$ cat src/rtl/staddr_prom_pkg.sv
package staddr_prom_pkg;
    localparam int BYTE_W      = 8;
    localparam int N_BYTES     = 6;
    localparam int WIN_ADDR_W  = 12;
    localparam int PREFIX_W    = 24;
    localparam logic [PREFIX_W-1:0] VENDOR_PREFIX = 24'h080007;
    localparam int CHECK_OFFSET = 7;

    typedef logic [BYTE_W-1:0] byte_t;
endpackage

$ cat src/rtl/sp_bitrev.sv
module sp_bitrev #(
    parameter int W = 8
) (
    input  logic [W-1:0] in_i,
    output logic [W-1:0] out_o
);
    for (genvar i = 0; i < W; i++) begin : g_bit
        assign out_o[i] = in_i[W-1-i];
    end
endmodule

$ cat src/rtl/sp_image_builder.sv
module sp_image_builder
    import staddr_prom_pkg::*;
#(
    parameter int N          = N_BYTES,
    parameter int PFX_W      = PREFIX_W,
    parameter logic [PFX_W-1:0] PFX = VENDOR_PREFIX
) (
    input  logic                     clk,
    input  logic                     rst_n,
    input  logic [8*N-1:0]           station_addr_i,
    output logic [N-1:0][BYTE_W-1:0] img_o,
    output byte_t                    chk_o,
    output logic                     ready_o
);
    localparam int AW    = 8 * N;
    localparam int IDX_W = $clog2(N + 1);

    typedef struct packed {
        logic [IDX_W-1:0]          idx;
        logic [N-1:0][BYTE_W-1:0]  img;
        byte_t                     acc;
        byte_t                     chk;
        logic                      ready;
    } bld_t;

    bld_t s_d, s_q;
    logic [AW-1:0]            eff_addr;
    logic [N-1:0][BYTE_W-1:0] rev_bytes;

    assign eff_addr = {PFX, station_addr_i[AW-PFX_W-1:0]};

    for (genvar g = 0; g < N; g++) begin : g_rev
        sp_bitrev #(.W(BYTE_W)) u_rev (
            .in_i  (eff_addr[AW-1-BYTE_W*g -: BYTE_W]),
            .out_o (rev_bytes[g])
        );
    end

    always_comb begin
        s_d = s_q;
        if (!s_q.ready) begin
            if (s_q.idx < IDX_W'(N)) begin
                s_d.img[s_q.idx] = rev_bytes[s_q.idx];
                s_d.acc          = s_q.acc ^ rev_bytes[s_q.idx];
                s_d.idx          = s_q.idx + 1'b1;
            end else begin
                s_d.chk   = ~s_q.acc;
                s_d.ready = 1'b1;
            end
        end
    end

    always_ff @(posedge clk or negedge rst_n) begin
        if (!rst_n) s_q <= '0;
        else        s_q <= s_d;
    end

    assign img_o   = s_q.img;
    assign chk_o   = s_q.chk;
    assign ready_o = s_q.ready;
endmodule

$ cat src/rtl/sp_read_port.sv
module sp_read_port
    import staddr_prom_pkg::*;
#(
    parameter int N      = N_BYTES,
    parameter int ADDR_W = WIN_ADDR_W,
    parameter int CHK_OFF = CHECK_OFFSET
) (
    input  logic                     clk,
    input  logic                     rst_n,
    input  logic                     rd_en_i,
    input  logic [ADDR_W-1:0]        rd_addr_i,
    input  logic [N-1:0][BYTE_W-1:0] img_i,
    input  byte_t                    chk_i,
    input  logic                     ready_i,
    output byte_t                    rd_data_o,
    output logic                     rd_notready_o
);
    localparam int IDX_W = $clog2(N + 1);

    typedef struct packed {
        byte_t data;
        logic  nrdy;
    } rd_t;

    rd_t r_d, r_q;

    always_comb begin
        r_d = r_q;
        if (rd_en_i) begin
            if (!ready_i) begin
                r_d.data = '0;
                r_d.nrdy = 1'b1;
            end else begin
                r_d.nrdy = 1'b0;
                if (rd_addr_i < ADDR_W'(N))
                    r_d.data = img_i[rd_addr_i[IDX_W-1:0]];
                else if (rd_addr_i == ADDR_W'(CHK_OFF))
                    r_d.data = chk_i;
                else
                    r_d.data = '0;
            end
        end
    end

    always_ff @(posedge clk or negedge rst_n) begin
        if (!rst_n) r_q <= '0;
        else        r_q <= r_d;
    end

    assign rd_data_o     = r_q.data;
    assign rd_notready_o = r_q.nrdy;
endmodule

$ cat src/rtl/sp_selfcheck.sv
module sp_selfcheck
    import staddr_prom_pkg::*;
#(
    parameter int N = N_BYTES
) (
    input  logic                     clk,
    input  logic                     rst_n,
    input  logic                     start_i,
    input  logic [N-1:0][BYTE_W-1:0] img_i,
    input  byte_t                    chk_i,
    input  logic                     ready_i,
    output logic                     done_o,
    output logic                     ok_o
);
    typedef struct packed {
        logic done;
        logic ok;
    } sc_t;

    sc_t   c_d, c_q;
    byte_t fold;

    always_comb begin
        fold = chk_i;
        for (int i = 0; i < N; i++) fold = fold ^ img_i[i];
    end

    always_comb begin
        c_d      = c_q;
        c_d.done = start_i;
        if (start_i) c_d.ok = ready_i && (fold == 8'hFF);
    end

    always_ff @(posedge clk or negedge rst_n) begin
        if (!rst_n) c_q <= '0;
        else        c_q <= c_d;
    end

    assign done_o = c_q.done;
    assign ok_o   = c_q.ok;
endmodule

$ cat src/rtl/staddr_prom.sv
module staddr_prom
    import staddr_prom_pkg::*;
#(
    parameter int N      = N_BYTES,
    parameter int ADDR_W = WIN_ADDR_W
) (
    input  logic              clk,
    input  logic              rst_n,
    input  logic [8*N-1:0]    station_addr_i,
    input  logic              rd_en_i,
    input  logic [ADDR_W-1:0] rd_addr_i,
    output logic [7:0]        rd_data_o,
    output logic              rd_notready_o,
    output logic              ready_o,
    input  logic              chk_start_i,
    output logic              chk_done_o,
    output logic              chk_ok_o
);
    logic [N-1:0][BYTE_W-1:0] img;
    byte_t                    chk;
    logic                     ready;

    sp_image_builder #(.N(N)) u_build (
        .clk            (clk),
        .rst_n          (rst_n),
        .station_addr_i (station_addr_i),
        .img_o          (img),
        .chk_o          (chk),
        .ready_o        (ready)
    );

    sp_read_port #(.N(N), .ADDR_W(ADDR_W)) u_rd (
        .clk           (clk),
        .rst_n         (rst_n),
        .rd_en_i       (rd_en_i),
        .rd_addr_i     (rd_addr_i),
        .img_i         (img),
        .chk_i         (chk),
        .ready_i       (ready),
        .rd_data_o     (rd_data_o),
        .rd_notready_o (rd_notready_o)
    );

    sp_selfcheck #(.N(N)) u_chk (
        .clk     (clk),
        .rst_n   (rst_n),
        .start_i (chk_start_i),
        .img_i   (img),
        .chk_i   (chk),
        .ready_i (ready),
        .done_o  (chk_done_o),
        .ok_o    (chk_ok_o)
    );

    assign ready_o = ready;
endmodule

$ cat config.mk
export PLATFORM = sky130hd
export DESIGN_NAME = staddr_prom
export DESIGN_NICKNAME = d
export VERILOG_FILES = /design/src/rtl/staddr_prom_pkg.sv /design/src/rtl/sp_bitrev.sv /design/src/rtl/sp_image_builder.sv /design/src/rtl/sp_read_port.sv /design/src/rtl/sp_selfcheck.sv /design/src/rtl/staddr_prom.sv
export SDC_FILE = /design/constraint.sdc
export NUM_CORES = 1
export LEC_CHECK = 0
export CORE_MARGIN = 2
export CORE_UTILIZATION = 52
export DETAILED_ROUTE_END_ITERATION = 16
export PLACE_DENSITY = 0.85
export SLEW_MARGIN = 40
export SYNTH_ARGS = -nofsm -noshare
export SYNTH_HDL_FRONTEND = slang
export SYNTH_SLANG_ARGS = --single-unit
$ cat constraint.sdc
create_clock -name clk -period 1.67 [get_ports clk]
set_input_delay 0.334 -clock clk [delete_from_list [all_inputs] [get_ports clk]]
set_output_delay 0.334 -clock clk [all_outputs]
set_load 0.005 [all_outputs]
==> reports/results.ini, run 1 <==
[drt]
vias_per_cell = 5.443
wire_per_inst_um = 17.36
drtAntennaViolNets = 0
vias = 3070
drt_pass1_iterations = 4
drc = 0
drt-total-wl_um = 9790
drtIter0Drc = 154

[yosys]
synth.yosys.seq_area_share = 0.4896
synth_top_family_by_area = simple AND/OR/NAND/NOR gates
synthMuxAreaShare = 0.08212
synth.cell_area_sq_um = 4038
yosysTopAreaCellShare = 0.4896
synth_xor_area_frac = 0.1258
synth_largest_area_cell = dfrtp_1
avgSynthCellArea_sq_um = 10.74
ys.warnings.count = 0
synthCells = 376
yosysMostFrequentCell = dfrtp_1
synth_compound_area_frac = 0.1109
synth-simple-area-share = 0.1422
synth_edf_count = 0
yosys-top-cells-area = dfrtp_1, xnor2_1, mux2i_1
synth.distinct_cells = 41
synthAdderAreaFrac = 0.003099
synth_common_cells = dfrtp_1, nor2_1, xnor2_1
syn-num-nets = 441
synthArstFlopShare = 1.000
synth_flop_cell = dfrtp_1
synth-seq-cells = 79

[critical_path]
crit_slowest_cell = clkdlybuf4s50_1
max_stage_delay_ps = 520
crit_family = buffers and inverters
path_cells = clkdlybuf4s50_1
worstPathRequired_ps = 1340
worstPathMaxFanout = 2
arrival_ps = 1250
path_class = register to primary output
end_kind = primary output
crit_path_start_kind = register
path_buf_inv = 1

[finish]
drive_gt1_frac = 0.1645
area_delta_synth_final_pct = 26.74
diodes = 0
fill_cells = 575
utilization = 0.6727
finalNonFillerCells = 564
final_nets = 523

[floorplan]
die_w_um = 92.12
dieHeight_um = 92.12
core-area_sq_um = 7607
die_area_sq_um = 8485
num_io_pins = 76
start_util = 0.5308
num_rows = 32

[timing]
max_slew.worst_pin.slew_ps = 518.2
drv_slew = 0
fin_setup_tns_ps = 0
timing.fmax_mhz = 631.8
maxSlewHeadroom = 0.6546
setup_ws_ps = 87.24
final_hold_viol_count = 0
fin_crit_ps = 1583
clock_skew_ps = 8.262
min_period_over_period = 0.9478
setup_violations = 0
rsz0062_at_grt = true
fin_hold_ws_ps = 465.1

[power_and_ir_drop]
powerDensity_nw_per_um2 = 797.3
vdd_ir_drop_max_mv = 0.4364
power.leakage_nw = 2.135

[grt]
grt_start_max_net_pins = 39
grt_use_total = 0.2402
antenna_found_initial = 0
grt_pass1_vias = 3177
overflow = 0
grt_pass1_wl_um = 15640

[place]
placed_cells = 539
place_congestion = 0.8933
port_buffers = 51
place_hpwl_um = 7149
place_ws_ps = -320.9

[clock_network]
cts-root-buf = clkbuf_8
cts_buffers = 9
clk_pin_slew_ps = 80
clock_latency_ps = 360
cts_max_path_buffers = 2
cts_sinks = 79
htreeDepth = 3
cts_tree = done

[hold_path]
hold_path.class = register to register

[flow_run]
maxCapViolCount = 0

[status]
status = complete, no violations

-- per-stage QoR --
stage,area (sq um),power (mW)
2_1_floorplan,4038,2.476
3_3_place_gp,4800,2.705
3_5_place_dp,4800,2.740
4_1_cts,4989,4.066
5_1_grt,5117,4.248
6_report,5117,4.080
-- area by class of cell --
class	instances	area, sq um	area share
clock buffers	10	127.6	0.02494
inverters	12	45.04	0.008802
clock inverters	5	50.05	0.009780
well taps	102	127.6	0.02494
repair buffers	90	897.1	0.1753
multi-input cells	266	1889	0.3692
flip-flops and latches	79	1981	0.3870
-- sequential cells by signal, summed over array words and instances, names as in the netlist --
register,flops
u_build.img_o,48
u_rd.rd_notready_o,1
u_build.s_q,11
u_rd.rd_data_o,8
u_chk.ok_o,1
u_build.chk_o,8
u_chk.done_o,1
u_build.ready_o,1
-- layer usage --
metal / GRT usage / wire, um / share of wire
met3: 0.05916 / 477 / 0.049
met5: 0 / 0 / 0
met1: 0.2959 / 4001 / 0.41
met4: 0.08458 / 259 / 0.026
met2: 0.4118 / 5051 / 0.52
-- layout by cell type (no fill, tap or decap), types with 8 or more instances in the layout --
| master | Yosys | routed |
|---|---|---|
| o21ai_0 | 8 | 8 |
| xor2_1 | 17 | 17 |
| dfrtp_1 | 79 | 76 |
| clkdlybuf4s50_1 | 0 | 48 |
| nor2b_1 | 20 | 20 |
| nor2_1 | 41 | 41 |
| inv_1 | 12 | 12 |
| xnor2_1 | 41 | 41 |
| a21oi_1 | 29 | 29 |
| clkbuf_8 | 0 | 9 |
| buf_4 | 3 | 32 |
| mux2i_1 | 32 | 31 |
| nand2_1 | 9 | 9 |
| o221ai_1 | 8 | 8 |
| or3_1 | 8 | 8 |
-- repair_timing --
| item | CTS | global route |
|---|---|---|
| endpoints found under the setup margin | 17 | 23 |
| pin swaps | 0 | 4 |
| setup buffers | 0 | 8 |
| hold endpoints to repair | 35 | 0 |
| hold buffers | 1 | 0 |
| gates cloned | 0 | 1 |
| gates resized for setup | 3 | 5 |
-- where the power goes --
group	leakage (nW)	switching [mW]	internal [mW]	total (mW)
Combinational	1.07	0.271	0.331	0.602
Clock	0.0957	0.678	0.672	1.35
Sequential	0.970	0.108	2.02	2.13
-- final timing paths --
path,end,slack [ps],from,depth (start not counted)
worst min-delay path,u_build.s_q[14],470,u_build.s_q[14],1
worst min register to register,u_build.s_q[14],470,u_build.s_q[14],1
worst max register to register,u_build.img_o[42],130,u_build.s_q[65],6
min in group asynchronous,u_build.img_o[31],500,rst_n,2
worst max-delay path,rd_data_o[5],90,u_rd.rd_data_o[5],1
max in group asynchronous,u_build.img_o[18],590,rst_n,3
-- logic make-up after synthesis --
kind of cell | Yosys count
xor+xnor | 58
mux | 33
fa+ha+maj | 1
buf+inv | 31
flops | 79
compound gates | 69
simple gates | 105
Note: power is estimated with default switching activity, not from simulation.
==> run 2, diff against run 1 <==
--- a/config.mk
+++ b/config.mk
@@ -6,10 +6,11 @@
 export NUM_CORES = 1
 export LEC_CHECK = 0
 export CORE_MARGIN = 2
-export CORE_UTILIZATION = 52
+export CORE_UTILIZATION = 55
 export DETAILED_ROUTE_END_ITERATION = 16
-export PLACE_DENSITY = 0.85
+export PLACE_DENSITY = 0.86
 export SLEW_MARGIN = 40
 export SYNTH_ARGS = -nofsm -noshare
 export SYNTH_HDL_FRONTEND = slang
+export SYNTH_HIERARCHICAL = 1
 export SYNTH_SLANG_ARGS = --single-unit
==> run 2 against run 1 <==
  * Routed wire length is 7.4% higher
  * Final cell count grew 15%
  * First-iteration DRC count is 22% higher
  * Area after synthesis up 26%
  * Non-clock buffer count is 13 higher
  * Critical path depth grew 3
  * Highest routed layer unchanged
  * Hold slack worse by 75 ps
  * Sequential cell count is the same
  * Sequential share of layout area is 3.6 points lower
  * Clock power increased by 13%
==> reports/results.ini, run 2 <==
[finish]
utilization = 0.6195  ; was 0.6727
final_nets = 599  ; was 523
largest_reg_flops = 48  ; unchanged
layout_common_cells = dfrtp_1, nor2_1, clkdlybuf4s50_1, buf_4, a21oi_1  ; was dfrtp_1, clkdlybuf4s50_1, xnor2_1, nor2_1, buf_4
diodes = 0  ; unchanged
final_common_cell = dfrtp_1  ; unchanged
area_delta_synth_final_pct = 10.92  ; was 26.74%
finalNonFillerCells = 650  ; was 564
finalInstanceArea_sq_um = 5643  ; was 5117 sq um
drive_gt1_frac = 0.1725  ; was 0.1645

[floorplan]
die_w_um = 100.2  ; was 92.12 um
die_area_sq_um = 10040  ; was 8485 sq um
num_io_pins = 76  ; unchanged
dieHeight_um = 100.2  ; was 92.12 um
core-area_sq_um = 9109  ; was 7607 sq um
start_util = 0.5585  ; was 0.5308
num_rows = 35  ; was 32

[clock_network]
htreeDepth = 3  ; unchanged
cts_max_path_buffers = 2  ; unchanged
cts_sinks = 79  ; unchanged
cts_buffers = 9  ; unchanged
cts_tree = done  ; unchanged
clock_latency_ps = 350  ; was 360 ps
clk_pin_slew_ps = 80  ; about the same
cts-root-buf = clkbuf_8  ; unchanged

[yosys]
synth.yosys.seq_area_share = 0.3886  ; was 0.4896
synth-seq-cells = 79  ; unchanged
yosysMostFrequentCell = buf_4  ; was dfrtp_1
yosysTopAreaCellShare = 0.3886  ; was 0.4896
yosys-top-cells-area = dfrtp_1, buf_4, mux2i_1  ; was dfrtp_1, xnor2_1, mux2i_1
synthArstFlopShare = 1.000  ; unchanged
synth.cell_area_sq_um = 5087  ; was 4038 sq um
synth_largest_area_cell = dfrtp_1  ; unchanged
synth.distinct_cells = 39  ; was 41
synthCells = 522  ; was 376
synth_flop_cell = dfrtp_1  ; unchanged
synth_common_cells = buf_4, dfrtp_1, nor2_1  ; was dfrtp_1, nor2_1, xnor2_1
ys.warnings.count = 6  ; was 0
avgSynthCellArea_sq_um = 9.746  ; was 10.74 sq um
synth_edf_count = 0  ; unchanged

[critical_path]
crit_path_start_kind = register  ; unchanged
path_class = register to register  ; was register to primary output
reg2reg_slack_ps = 30  ; was 130 ps
r2r-start = u_build/img_o[0]  ; was u_build.s_q[65]
arrival_ps = 1890  ; was 1250 ps
reg2reg_to = u_chk/ok_o  ; was u_build.img_o[42]
worstPathMaxFanout = 3  ; was 2
reg2reg_depth = 4  ; was 6
worstPathRequired_ps = 1920  ; was 1340 ps
end_kind = register  ; was primary output

[timing]
setup_ws_ps = 28.89  ; was 87.24 ps
min_period_over_period = 0.9827  ; was 0.9478
clock_skew_ps = 5.674  ; was 8.262 ps
rsz0062_at_grt = true  ; unchanged
fin_crit_ps = 1641  ; was 1583 ps
timing.fmax_mhz = 609.3  ; was 631.8 MHz
setup_violations = 0  ; unchanged
final_hold_viol_count = 0  ; unchanged
fin_hold_ws_ps = 389.7  ; was 465.1 ps
drv_slew = 0  ; unchanged
fin_setup_tns_ps = 0  ; unchanged

[drt]
drt_pass1_iterations = 5  ; was 4
drt-total-wl_um = 10520  ; was 9790 um
vias = 3561  ; was 3070
drtAntennaViolNets = 0  ; unchanged
wire_per_inst_um = 16.18  ; was 17.36 um
drtIter0Drc = 188  ; was 154
vias_per_cell = 5.478  ; was 5.443
drc = 0  ; unchanged

[grt]
overflow = 0  ; unchanged
antenna_found_initial = 0  ; unchanged
grt_pass1_vias = 3499  ; was 3177
grt_pass1_wl_um = 16910  ; was 15640 um
grt_use_total = 0.2220  ; was 0.2402
grt_start_max_net_pins = 35  ; was 39

[status]
status = complete, no violations  ; unchanged

[place]
port_buffers = 51  ; unchanged
placed_cells = 629  ; was 539
place_hpwl_um = 7791  ; was 7149 um
place_congestion = 0.8654  ; was 0.8933
place_ws_ps = -333.4  ; was -320.9 ps
dpl_cell_area_sq_um = 5351  ; was 4800 sq um

[power_and_ir_drop]
vdd_ir_drop_max_mv = 0.3262  ; was 0.4364 mV
totalPowerFinal_mw = 4.779  ; was 4.080 mW
powerDensity_nw_per_um2 = 846.8  ; was 797.3 nW/um^2
power.leakage_nw = 2.609  ; was 2.135 nW

[flow_run]
maxCapViolCount = 0  ; unchanged

[hold_path]
hold_path.class = input port to async pin  ; was register to register

run 2: cell count changes in the layout (fill, tap and decap cells not counted), moves of 9 or more:
cell / delta
a21oi_1: +16
buf_4: +14
conb_1: +24
inv_1: -11
mux2i_1: +10
nand2_1: +25
nor2_1: +14
nor2b_1: -10
o21ai_0: +16
o21ai_1: +9
xnor2_1: -22
xnor3_1: +12
run 2: cell families (layout without fill, tap and decap cells):
group / count (synthesis) / count (layout) / share of synthesized area
AO/OA/AOI/OAI: 98 / 98 / 0.1070
XOR/XNOR: 44 / 44 / 0.1141
adder cells (fa/ha/maj): 1 / 1 / 0.002459
buffers and inverters: 126 / 121 / 0.1746
flip-flops: 79 / 79 / 0.3886
multiplexers: 49 / 49 / 0.09911
other: 2 / 24 / 0.001476
AND/OR/NAND/NOR: 123 / 123 / 0.1126
run 2: how the worst max path moves through the flow:
stage / startpoint / cells past startpoint / end / slack (ps)
CTS: u_build/s_q[65] / 5 / u_build/s_q[15] / 6
detailed placement: rd_addr_i[11] / 4 / u_rd/rd_data_o[4] / -330
floorplan: u_build/s_q[65] / 5 / u_build/s_q[15] / -70
finish: u_build/img_o[0] / 4 / u_chk/ok_o / 30
global route: u_build/s_q[65] / 5 / u_build/s_q[16] / -10
global placement: rd_addr_i[11] / 4 / u_rd/rd_data_o[3] / -280
run 2: area by class of cell:
cell class              count  area, sq um
clock buffers              10        127.6
clock inverters             6        85.08
fillers                   700         3466
inverters                   2        7.507
multi-input cells         339         2328
flip-flops and latches     79         1981
well taps                 111        138.9
repair buffers            103        974.7
run 2: what timing repair did:
item | 4_1_cts | 5_1_grt
gates resized for setup | 3 | 13
pin swaps | 4 | 7
setup buffers | 2 | 2
hold buffers | 1 | 0
hold endpoints to repair | 16 | 0
setup endpoints to repair | 4 | 17
run 2: metal layers:
layer	track usage	up-vias	wire length, um
li1	-	1662	-
met1	0.2835	1737	4449
met2	0.3702	136	5190
met3	0.03412	26	594
met4	0.1085	0	285
met5	0	-	0
run 2: worst max-delay path, stage by stage, from the launching register on:
cell and delay [ps]:
dfrtp_1 390, xnor3_1 410, xnor3_1 260, nand3_2 120, o41ai_2 360
run 2: power breakdown:
| group | switching (mW) | internal (mW) |
|---|---|---|
| logic | 0.386 | 0.598 |
| clock network | 0.681 | 0.836 |
| registers | 0.173 | 2.11 |
==> run 3, diff against run 2 <==
--- a/config.mk
+++ b/config.mk
@@ -6,9 +6,9 @@
 export NUM_CORES = 1
 export LEC_CHECK = 0
 export CORE_MARGIN = 2
-export CORE_UTILIZATION = 55
+export CORE_UTILIZATION = 46
 export DETAILED_ROUTE_END_ITERATION = 16
-export PLACE_DENSITY = 0.86
+export PLACE_DENSITY = 0.79
 export SLEW_MARGIN = 40
 export SYNTH_ARGS = -nofsm -noshare
 export SYNTH_HDL_FRONTEND = slang
==> run 3 against run 2 <==
  * Register-to-register slack hardly changed
  * Maximum frequency is 0.67% higher
  * Non-clock buffer count is 10 lower
  * Global-route usage is 2.9 points lower
  * Utilization is 10 points lower
  * Sequential cell count stayed put
  * Critical path type unchanged
==> reports/results.ini, run 3 (synthesis gave the netlist of run 2 again) <==
[status]
status = complete, no violations  ; unchanged

[clock_network]
cts_buffers = 9  ; unchanged
htreeDepth = 3  ; unchanged
cts_tree = done  ; unchanged
cts-root-buf = clkbuf_8  ; unchanged
hold_buffers = 0  ; was 1
cts_max_path_buffers = 2  ; unchanged
clock_latency_ps = 350  ; about the same
cts_sinks = 79  ; unchanged
clk_pin_slew_ps = 80  ; about the same

[timing]
clock_skew_ps = 7.158  ; was 5.674 ps
min_period_over_period = 0.9762  ; was 0.9827
setup_ws_ps = 39.74  ; was 28.89 ps
final_hold_viol_count = 0  ; unchanged
drv_slew = 0  ; unchanged
timing.fmax_mhz = 613.4  ; was 609.3 MHz
fin_crit_ps = 1630  ; was 1641 ps
setup_violations = 0  ; unchanged
rsz0062_at_grt = false  ; was true

[place]
place_congestion = 0.7984  ; was 0.8654
placed_cells = 652  ; was 629
place_hpwl_um = 7764  ; was 7791 um
port_buffers = 51  ; unchanged
place_ws_ps = -350.0  ; was -333.4 ps
dpl_cell_area_sq_um = 5365  ; was 5351 sq um

[drt]
wire_per_inst_um = 15.99  ; was 16.18 um
drtIter0Drc = 204  ; was 188
vias_per_cell = 5.090  ; was 5.478
drt_pass1_iterations = 5  ; unchanged
vias = 3405  ; was 3561
drt-total-wl_um = 10700  ; was 10520 um
drc = 0  ; unchanged
drtAntennaViolNets = 0  ; unchanged

[floorplan]
die_area_sq_um = 11920  ; was 10040 sq um
num_rows = 38  ; was 35
num_io_pins = 76  ; unchanged
dieHeight_um = 109.2  ; was 100.2 um
die_w_um = 109.2  ; was 100.2 um
core-area_sq_um = 10790  ; was 9109 sq um
start_util = 0.4714  ; was 0.5585

[critical_path]
max_stage_delay_ps = 410  ; about the same
worstPathRequired_ps = 1920  ; about the same
arrival_ps = 1880  ; was 1890 ps
path_class = register to register  ; unchanged
end_kind = register  ; unchanged
reg2reg_depth = 4  ; unchanged
reg2reg_to = u_chk/ok_o  ; unchanged
path_cells = xnor3_1, xnor3_1, nand3_1, o41ai_2  ; was xnor3_1, xnor3_1, nand3_2, o41ai_2
worstPathMaxFanout = 3  ; unchanged
cp_common_cell = xnor3_1  ; unchanged
crit_slowest_cell = xnor3_1  ; unchanged
r2r-start = u_build/img_o[0]  ; unchanged
reg2reg_slack_ps = 40  ; was 30 ps
crit_path_start_kind = register  ; unchanged

[grt]
overflow = 0  ; unchanged
grt_pass1_wl_um = 17230  ; was 16910 um
antenna_found_initial = 0  ; unchanged
grt_pass1_vias = 3544  ; was 3499
grt_start_max_net_pins = 80  ; was 35
grt_use_total = 0.1926  ; was 0.2220

[finish]
fill_cells = 944  ; was 700
utilization = 0.5195  ; was 0.6195
area_delta_synth_final_pct = 10.21  ; was 10.92%
finalInstanceArea_sq_um = 5607  ; was 5643 sq um
drive_gt1_frac = 0.1531  ; was 0.1725
diodes = 0  ; unchanged
final_nets = 589  ; was 599
layout_common_cells = dfrtp_1, nor2_1, clkdlybuf4s50_1, a21oi_1, mux2i_1  ; was dfrtp_1, nor2_1, clkdlybuf4s50_1, buf_4, a21oi_1
final_common_cell = dfrtp_1  ; unchanged
largest_reg_flops = 48  ; unchanged
finalNonFillerCells = 669  ; was 650

[power_and_ir_drop]
powerDensity_nw_per_um2 = 859.1  ; was 846.8 nW/um^2
power.leakage_nw = 2.537  ; was 2.609 nW
vdd_ir_drop_max_mv = 0.3683  ; was 0.3262 mV

[flow_run]
maxCapViolCount = 0  ; unchanged

[hold_path]
hold_path.class = input port to async pin  ; unchanged

## run 3: cell types whose count changed in the layout (fill, tap and decap cells not counted), sizes merged
| cell | previous run | this run |
|---|---|---|
| inv | 2 | 1 |
| dlygate4sd2 | 0 | 3 |
| clkbuf | 10 | 11 |
| dlymetal6s2s | 3 | 0 |
| buf | 52 | 43 |
| dlygate4sd3 | 1 | 0 |
| clkinvlp | 2 | 1 |
| clkinv | 2 | 3 |
## run 3: area by class of cell
type | instances | area [sq um] | area share
well taps | 140 | 175.2 | 0.03124
inverters | 2 | 7.507 | 0.001339
clock buffers | 11 | 141.4 | 0.02522
repair buffers | 93 | 908.4 | 0.1620
clock inverters | 5 | 81.33 | 0.01451
flip-flops and latches | 79 | 1982 | 0.3535
multi-input cells | 339 | 2311 | 0.4122
## run 3: worst max-delay path: cells and delay by family (launching register included)
kind,cells,cell delay (ps)
XOR/XNOR,2,650
flip-flops,1,380
AND/OR/NAND/NOR,1,140
AO/OA/AOI/OAI,1,350
## run 3: what timing repair did
action	in CTS	in global routing
pin swaps	5	2
resized for setup	5	5
endpoints found under the setup margin	3	18
buffers inserted	1	0
## run 3: power breakdown
group	leakage (nW)	internal, mW	switching, mW
clock network	0.110	0.883	0.689
registers	0.935	2.10	0.175
logic	1.49	0.584	0.381
## run 3: per-stage QoR
step                      power [mW]  hold slack (ps)  TNS [ps]
after global routing           5.038            43.51         0
after floorplan                3.152            38.41    -89.64
after CTS                      4.863            33.23         0
final                          4.816            9.049         0
after detailed placement       3.286            414.9     -3504
after global placement         3.237            409.9     -3371
## run 3: metal layers
metal  GRT usage  up-vias  routed length, um
li1            -     1634                  -
met1      0.2350     1658               4442
met2      0.3425       92               5431
met3     0.02929       21                562
met4     0.07143        0                259
met5           0        -                  0
## run 3: how the worst max path moves through the flow
stage | depth (start not counted) | slack, ps | from | to
2_1_floorplan | 5 | -70 | u_build/s_q[65] | u_build/s_q[15]
6_report | 4 | 40 | u_build/img_o[0] | u_chk/ok_o
5_1_grt | 4 | 1 | u_build/img_o[6] | u_chk/ok_o
3_3_place_gp | 4 | -300 | rd_addr_i[11] | u_rd/rd_data_o[3]
4_1_cts | 5 | 2 | u_build/s_q[65] | u_build/s_q[14]
3_5_place_dp | 4 | -350 | rd_addr_i[11] | u_rd/rd_data_o[3]
